File: src/rtl/cbr_pkg.sv
package cbr_pkg;

    localparam int unsigned OPC_W = 5;
    localparam int unsigned CND_W = 4;

    localparam logic [OPC_W-1:0] OPC_JMP_REL = 5'd18;
    localparam logic [OPC_W-1:0] OPC_JMP_DIR = 5'd19;
    localparam logic [OPC_W-1:0] OPC_BR_REL  = 5'd20;
    localparam logic [OPC_W-1:0] OPC_BR_DIR  = 5'd21;

    typedef enum logic [CND_W-1:0] {
        TEST_EQ = 4'b0000,
        TEST_NE = 4'b0001,
        TEST_LT = 4'b0010,
        TEST_GT = 4'b0011
    } test_e;

    typedef enum logic [1:0] {
        KIND_SEQ  = 2'd0,
        KIND_JUMP = 2'd1,
        KIND_COND = 2'd2
    } kind_e;

    typedef struct packed {
        kind_e kind;
        logic  direct;
        logic  legal;
        test_e test;
    } dec_t;

    typedef struct packed {
        logic eq;
        logic lt;
        logic gt;
    } rel_t;

    function automatic logic code_is_legal(input logic [CND_W-1:0] c);
        return c[CND_W-1:2] == '0;
    endfunction

endpackage

File: src/rtl/cbr_decode.sv
module cbr_decode
    import cbr_pkg::*;
(
    input  logic [OPC_W-1:0] opcode,
    input  logic [CND_W-1:0] cond,
    output dec_t             dec
);
    always_comb begin
        dec.kind   = KIND_SEQ;
        dec.direct = 1'b0;
        dec.legal  = code_is_legal(cond);
        dec.test   = test_e'(cond);
        unique case (opcode)
            OPC_JMP_REL: begin dec.kind = KIND_JUMP; dec.direct = 1'b0; end
            OPC_JMP_DIR: begin dec.kind = KIND_JUMP; dec.direct = 1'b1; end
            OPC_BR_REL:  begin dec.kind = KIND_COND; dec.direct = 1'b0; end
            OPC_BR_DIR:  begin dec.kind = KIND_COND; dec.direct = 1'b1; end
            default:     begin dec.kind = KIND_SEQ;  dec.direct = 1'b0; end
        endcase
    end
endmodule

File: src/rtl/cbr_compare.sv
module cbr_compare
    import cbr_pkg::*;
#(
    parameter int unsigned XLEN      = 32,
    parameter bit          SIGNED_OR = 1'b1
) (
    input  logic [XLEN-1:0] a,
    input  logic [XLEN-1:0] b,
    output rel_t            rel
);
    logic less;

    generate
        if (SIGNED_OR) begin : g_signed
            assign less = $signed(a) < $signed(b);
        end else begin : g_unsigned
            assign less = a < b;
        end
    endgenerate

    always_comb begin
        rel.eq = (a == b);
        rel.lt = less;
        rel.gt = !less && (a != b);
    end
endmodule

File: src/rtl/cbr_target.sv
module cbr_target #(
    parameter int unsigned XLEN   = 32,
    parameter int unsigned JDISPW = 27,
    parameter int unsigned BDISPW = 21
) (
    input  logic [XLEN-1:0]   pc,
    input  logic [JDISPW-1:0] field,
    output logic [XLEN-1:0]   seq_pc,
    output logic [XLEN-1:0]   jmp_rel,
    output logic [XLEN-1:0]   jmp_dir,
    output logic [XLEN-1:0]   br_rel,
    output logic [XLEN-1:0]   br_dir
);
    localparam int unsigned JPAD = XLEN - JDISPW;
    localparam int unsigned BPAD = XLEN - BDISPW;
    localparam logic [XLEN-1:0] STEP = XLEN'(4);

    logic [XLEN-1:0] jsext;
    logic [XLEN-1:0] bsext;

    assign seq_pc  = pc + STEP;
    assign jsext   = {{JPAD{field[JDISPW-1]}}, field};
    assign bsext   = {{BPAD{field[BDISPW-1]}}, field[BDISPW-1:0]};
    assign jmp_rel = seq_pc + jsext;
    assign br_rel  = seq_pc + bsext;
    assign jmp_dir = {{JPAD{1'b0}}, field};
    assign br_dir  = {{BPAD{1'b0}}, field[BDISPW-1:0]};
endmodule

File: src/rtl/cbr_nextpc.sv
module cbr_nextpc
    import cbr_pkg::*;
#(
    parameter int unsigned XLEN   = 32,
    parameter int unsigned JDISPW = 27,
    parameter int unsigned BDISPW = 21
) (
    input  logic                clk,
    input  logic                rst,
    input  logic [XLEN-1:0]     pc_i,
    input  logic [OPC_W-1:0]    opcode_i,
    input  logic [CND_W-1:0]    cond_i,
    input  logic [XLEN-1:0]     opa_i,
    input  logic [XLEN-1:0]     opb_i,
    input  logic [JDISPW-1:0]   field_i,
    output logic [XLEN-1:0]     next_pc_o,
    output logic                taken_o,
    output logic                bad_cond_o
);
    dec_t            dec;
    rel_t            rel;
    logic [XLEN-1:0] seq_pc, jmp_rel, jmp_dir, br_rel, br_dir;
    logic            hit, take, bad;
    logic [XLEN-1:0] target, next_c;

    cbr_decode u_dec (
        .opcode (opcode_i),
        .cond   (cond_i),
        .dec    (dec)
    );

    cbr_compare #(.XLEN(XLEN), .SIGNED_OR(1'b1)) u_cmp (
        .a   (opa_i),
        .b   (opb_i),
        .rel (rel)
    );

    cbr_target #(.XLEN(XLEN), .JDISPW(JDISPW), .BDISPW(BDISPW)) u_tgt (
        .pc      (pc_i),
        .field   (field_i),
        .seq_pc  (seq_pc),
        .jmp_rel (jmp_rel),
        .jmp_dir (jmp_dir),
        .br_rel  (br_rel),
        .br_dir  (br_dir)
    );

    always_comb begin
        unique case (dec.test)
            TEST_EQ: hit = rel.eq;
            TEST_NE: hit = !rel.eq;
            TEST_LT: hit = rel.lt;
            TEST_GT: hit = rel.gt;
            default: hit = 1'b0;
        endcase
    end

    always_comb begin
        take   = 1'b0;
        bad    = 1'b0;
        target = seq_pc;
        unique case (dec.kind)
            KIND_JUMP: begin
                take   = 1'b1;
                target = dec.direct ? jmp_dir : jmp_rel;
            end
            KIND_COND: begin
                bad    = !dec.legal;
                take   = dec.legal && hit;
                target = dec.direct ? br_dir : br_rel;
            end
            default: begin
                take   = 1'b0;
                target = seq_pc;
            end
        endcase
        next_c = take ? target : seq_pc;
    end

    always_ff @(posedge clk) begin
        if (rst) begin
            next_pc_o  <= '0;
            taken_o    <= 1'b0;
            bad_cond_o <= 1'b0;
        end else begin
            next_pc_o  <= next_c;
            taken_o    <= take;
            bad_cond_o <= bad;
        end
    end


    cmp_one_rel_chk: assert property (@(posedge clk) disable iff (rst)
        $countones({rel.eq, rel.lt, rel.gt}) == 1);


    bad_never_taken_chk: assert property (@(posedge clk) disable iff (rst)
        bad_cond_o |-> !taken_o);


    fallthrough_chk: assert property (@(posedge clk) disable iff (rst)
        ($past(!rst) && !taken_o) |-> (next_pc_o == $past(pc_i) + XLEN'(4)));


    jump_taken_chk: assert property (@(posedge clk) disable iff (rst)
        ($past(!rst) && ($past(opcode_i) == OPC_JMP_REL || $past(opcode_i) == OPC_JMP_DIR))
        |-> (taken_o && !bad_cond_o));


    seq_quiet_chk: assert property (@(posedge clk) disable iff (rst)
        ($past(!rst) && ($past(opcode_i) < OPC_JMP_REL || $past(opcode_i) > OPC_BR_DIR))
        |-> (!taken_o && !bad_cond_o));
endmodule

File: config.mk
export PLATFORM = sky130hd
export DESIGN_NAME = cbr_nextpc
export DESIGN_NICKNAME = d
export VERILOG_FILES = /design/src/rtl/cbr_pkg.sv /design/src/rtl/cbr_decode.sv /design/src/rtl/cbr_compare.sv /design/src/rtl/cbr_target.sv /design/src/rtl/cbr_nextpc.sv
export SDC_FILE = /design/constraint.sdc
export NUM_CORES = 1
export LEC_CHECK = 0
export BUFFER_PORTS_ARGS = -buffer_cell sky130_fd_sc_hd__buf_4
export CORE_MARGIN = 5
export CORE_UTILIZATION = 57
export DETAILED_ROUTE_END_ITERATION = 8
export GPL_TIMING_DRIVEN = 0
export HOLD_SLACK_MARGIN = 0.02
export PLACE_DENSITY = 0.91
export SLEW_MARGIN = 20
export SYNTH_ARGS = -nofsm -noshare
export SYNTH_HDL_FRONTEND = slang
export SYNTH_SLANG_ARGS = --single-unit
File: constraint.sdc
create_clock -name clk -period 12.2 [get_ports clk]
set_clock_uncertainty 0.1 [all_clocks]
set_input_delay 1.83 -clock clk [delete_from_list [all_inputs] [get_ports clk]]
set_output_delay 1.83 -clock clk [all_outputs]
set_load 0.01 [all_outputs]
==> run metrics <==
Final nets 1053; max-slew violation count 0; CP Buf/Inv Count 3; ys flop type dfxtp_1; crit-path cells buf_4 -> ha_1 -> nand4_1 -> nor2_1 -> and3_1 -> clkbuf_1 -> nand4_1 -> xor2_1 -> inv_1 -> ha_1 -> and3_1 -> nand2_1 -> o221ai_1 -> o211ai_1 -> o22ai_1 -> o21ai_0 -> xnor2_1 -> a221o_1 -> o211a_1; 1st-iter DRT viols 509; synthesized flop and latch total 34; Sink Count 34; n_diodes 0; I/O pin count 168; Startpoint Class primary input; CTS tree done; arrival time of the worst setup path 6.25 ns; Total Wirelength 17.1 mm; Ys Warns 0; FP Rows 34; Power, Total 470 uW; final worst-path setup slack 6.03 ns; crit path max fanout 7; Slew @ Worst Pin 0.950 ns; first-pass GRT wire length 27.5 mm; syn_nets 880; worst relative slew slack 36.3%; initial antenna violation count 0; routed len/inst 18.0 um; clk slew on worst S/H paths 0.08 ns; synth cell count leaders ha_1, a21oi_1, nand2_1; number of setup violations in the final report 0; Hold Crit Class in -> reg; CTS resizes 0; GRT Total Usage 29.5%; crit end category flop; root buf cell clkbuf_8; MaxCap Viol Count 0; vias in the first global route 5979; H-tree depth 2; final hold vios 0; I/O Buffers 166; largest net degree at the start of global routing 14; Max Freq 0.162 GHz; Placeable Area 8720 um2; Area Growth Syn to Fin 29.3%; total grt overflow 0; Final min period 6.17 ns; Die Wd 105 um; gpl congestion 1.04; Syn Inst Count 668; Synth area leader ha_1; fin crit share 50.5%; Final HPWL DP 13.9 mm; post-synth cell types 74; Final Core Density 75.7%; critical path's top delay family compound AO/OA/AOI/OAI gates; Post-Syn Area per Cell 7.64 um2; Setup Slack @ Placement 5.97 ns; status finished clean; Detail Route Antenna Nets 0; WS Path Type in -> reg; die area 10900 um2; main area contributors after synthesis ha_1, dfxtp_1, xnor2_1; Worst Hold Depth 2; pwr dens 71.2 nW/um2; mapped cell area 5100 um2; vias after detailed routing 5932; vias per cell 6.25; layout cells sized above 1 24.5%; post-synthesis sequential area ratio 13.3%; Hold-fix buffers, CTS 0; Remaining DRCs 0; Initial Util 58.5%; Worst Path Required 12.28 ns; worst vdd ir 0.0436 mV; final cell count without fillers 949; setup bufs post-CTS 0; setup tns final 0 ns; CTS Buffer Depth 2; Die Ht 105 um; Synth top area share 18.9%; Inst Count DP 942; FFs w/ async S/R, synth 0%; Worst path depth 19; Leak 3.31 nW; CP max stage delay 0.49 ns; RSZ-0062 raised after global routing no; DR pass1 iterations 5; Num CTS Buffers 5; Post-synth EDFFs 0; most frequent cell after synthesis ha_1; CP max stage cell o221ai_1
[path summary, 6_finish.rpt]
check | startpoint | to | slack, ns
worst max-delay path | pc_i[2] | next_pc_o[30] | 6.03
worst min-delay path | rst | next_pc_o[15] | 1.70
[metal layers]
metal  part of all wire [%]  track usage (%)  routed length, um
met1                     39             35.9               6610
met2                     49             52.3               8300
met3                    9.3             4.13               1600
met4                    3.5             12.0                593
met5                      0                0                  0
[per-stage QoR]
step | cell area, um2 | hold WS [ns]
after floorplan | 5100 | 1.87
after global placement | 6480 | 2.00
after detailed placement | 6480 | 2.00
after CTS | 6600 | 1.70
after global routing | 6600 | 1.70
final | 6600 | 1.70
[cell usage in the layout (no fill, tap or decap), types with 3 or more instances in the layout]
master      n
mux2i_1     6
a211oi_1    7
a21oi_1    67
a31oi_1     3
nand4_1    18
dfxtp_1    34
o211a_1     9
clkbuf_1    8
o211ai_1    7
a211o_1    10
and4_1      4
and2_1      5
o21a_1     10
nor2b_1     8
or2_2       4
o21ai_0    21
nand3_1    18
a221o_1     6
ha_1       77
buf_2       6
xnor2_1    40
o221ai_1    4
xor2_1     22
nand2b_1    5
clkbuf_8    6
nor3_1      8
o21ai_1     3
and3_1     14
buf_4     170
or3_1       6
a21boi_0    3
o31ai_1     3
inv_1      52
nor2_1     48
nand2_1    59
a21o_1     21
[cell type report]
class,instances,area (um2)
inverter,53,199
clock buffer,6,82.6
multi-input combinational,562,4130
sequential,34,681
timing repair buffer,166,1250
buffer,19,93.8
clock inverter,1,30.0
tap,108,135
fill,692,2120
[power breakdown]
| group | leakage [nW] | total [mW] | switching, mW | internal (mW) |
|---|---|---|---|---|
| clock | 0.0573 | 0.109 | 0.0441 | 0.0654 |
| combinational | 2.97 | 0.241 | 0.126 | 0.115 |
| sequential | 0.283 | 0.119 | 0.00184 | 0.117 |
| total | 3.31 | 0.470 | 0.172 | 0.298 |
[registers in the layout, summed over array words and instances, names as in the netlist]
signal,cells
next_pc_o,32
bad_cond_o,1
taken_o,1
[kinds of logic after synthesis]
kind of cell	count (synthesis)	synth area share [%]
muxes	7	1.40
adders and majority gates	78	19.3
DFF	34	13.3
buffers and inverters	72	5.74
and+or+nand+nor	209	20.5
AOI/OAI and AO/OA	206	29.1
xor gates and xnor gates	62	10.6
Note: power is estimated with default switching activity, not from simulation.
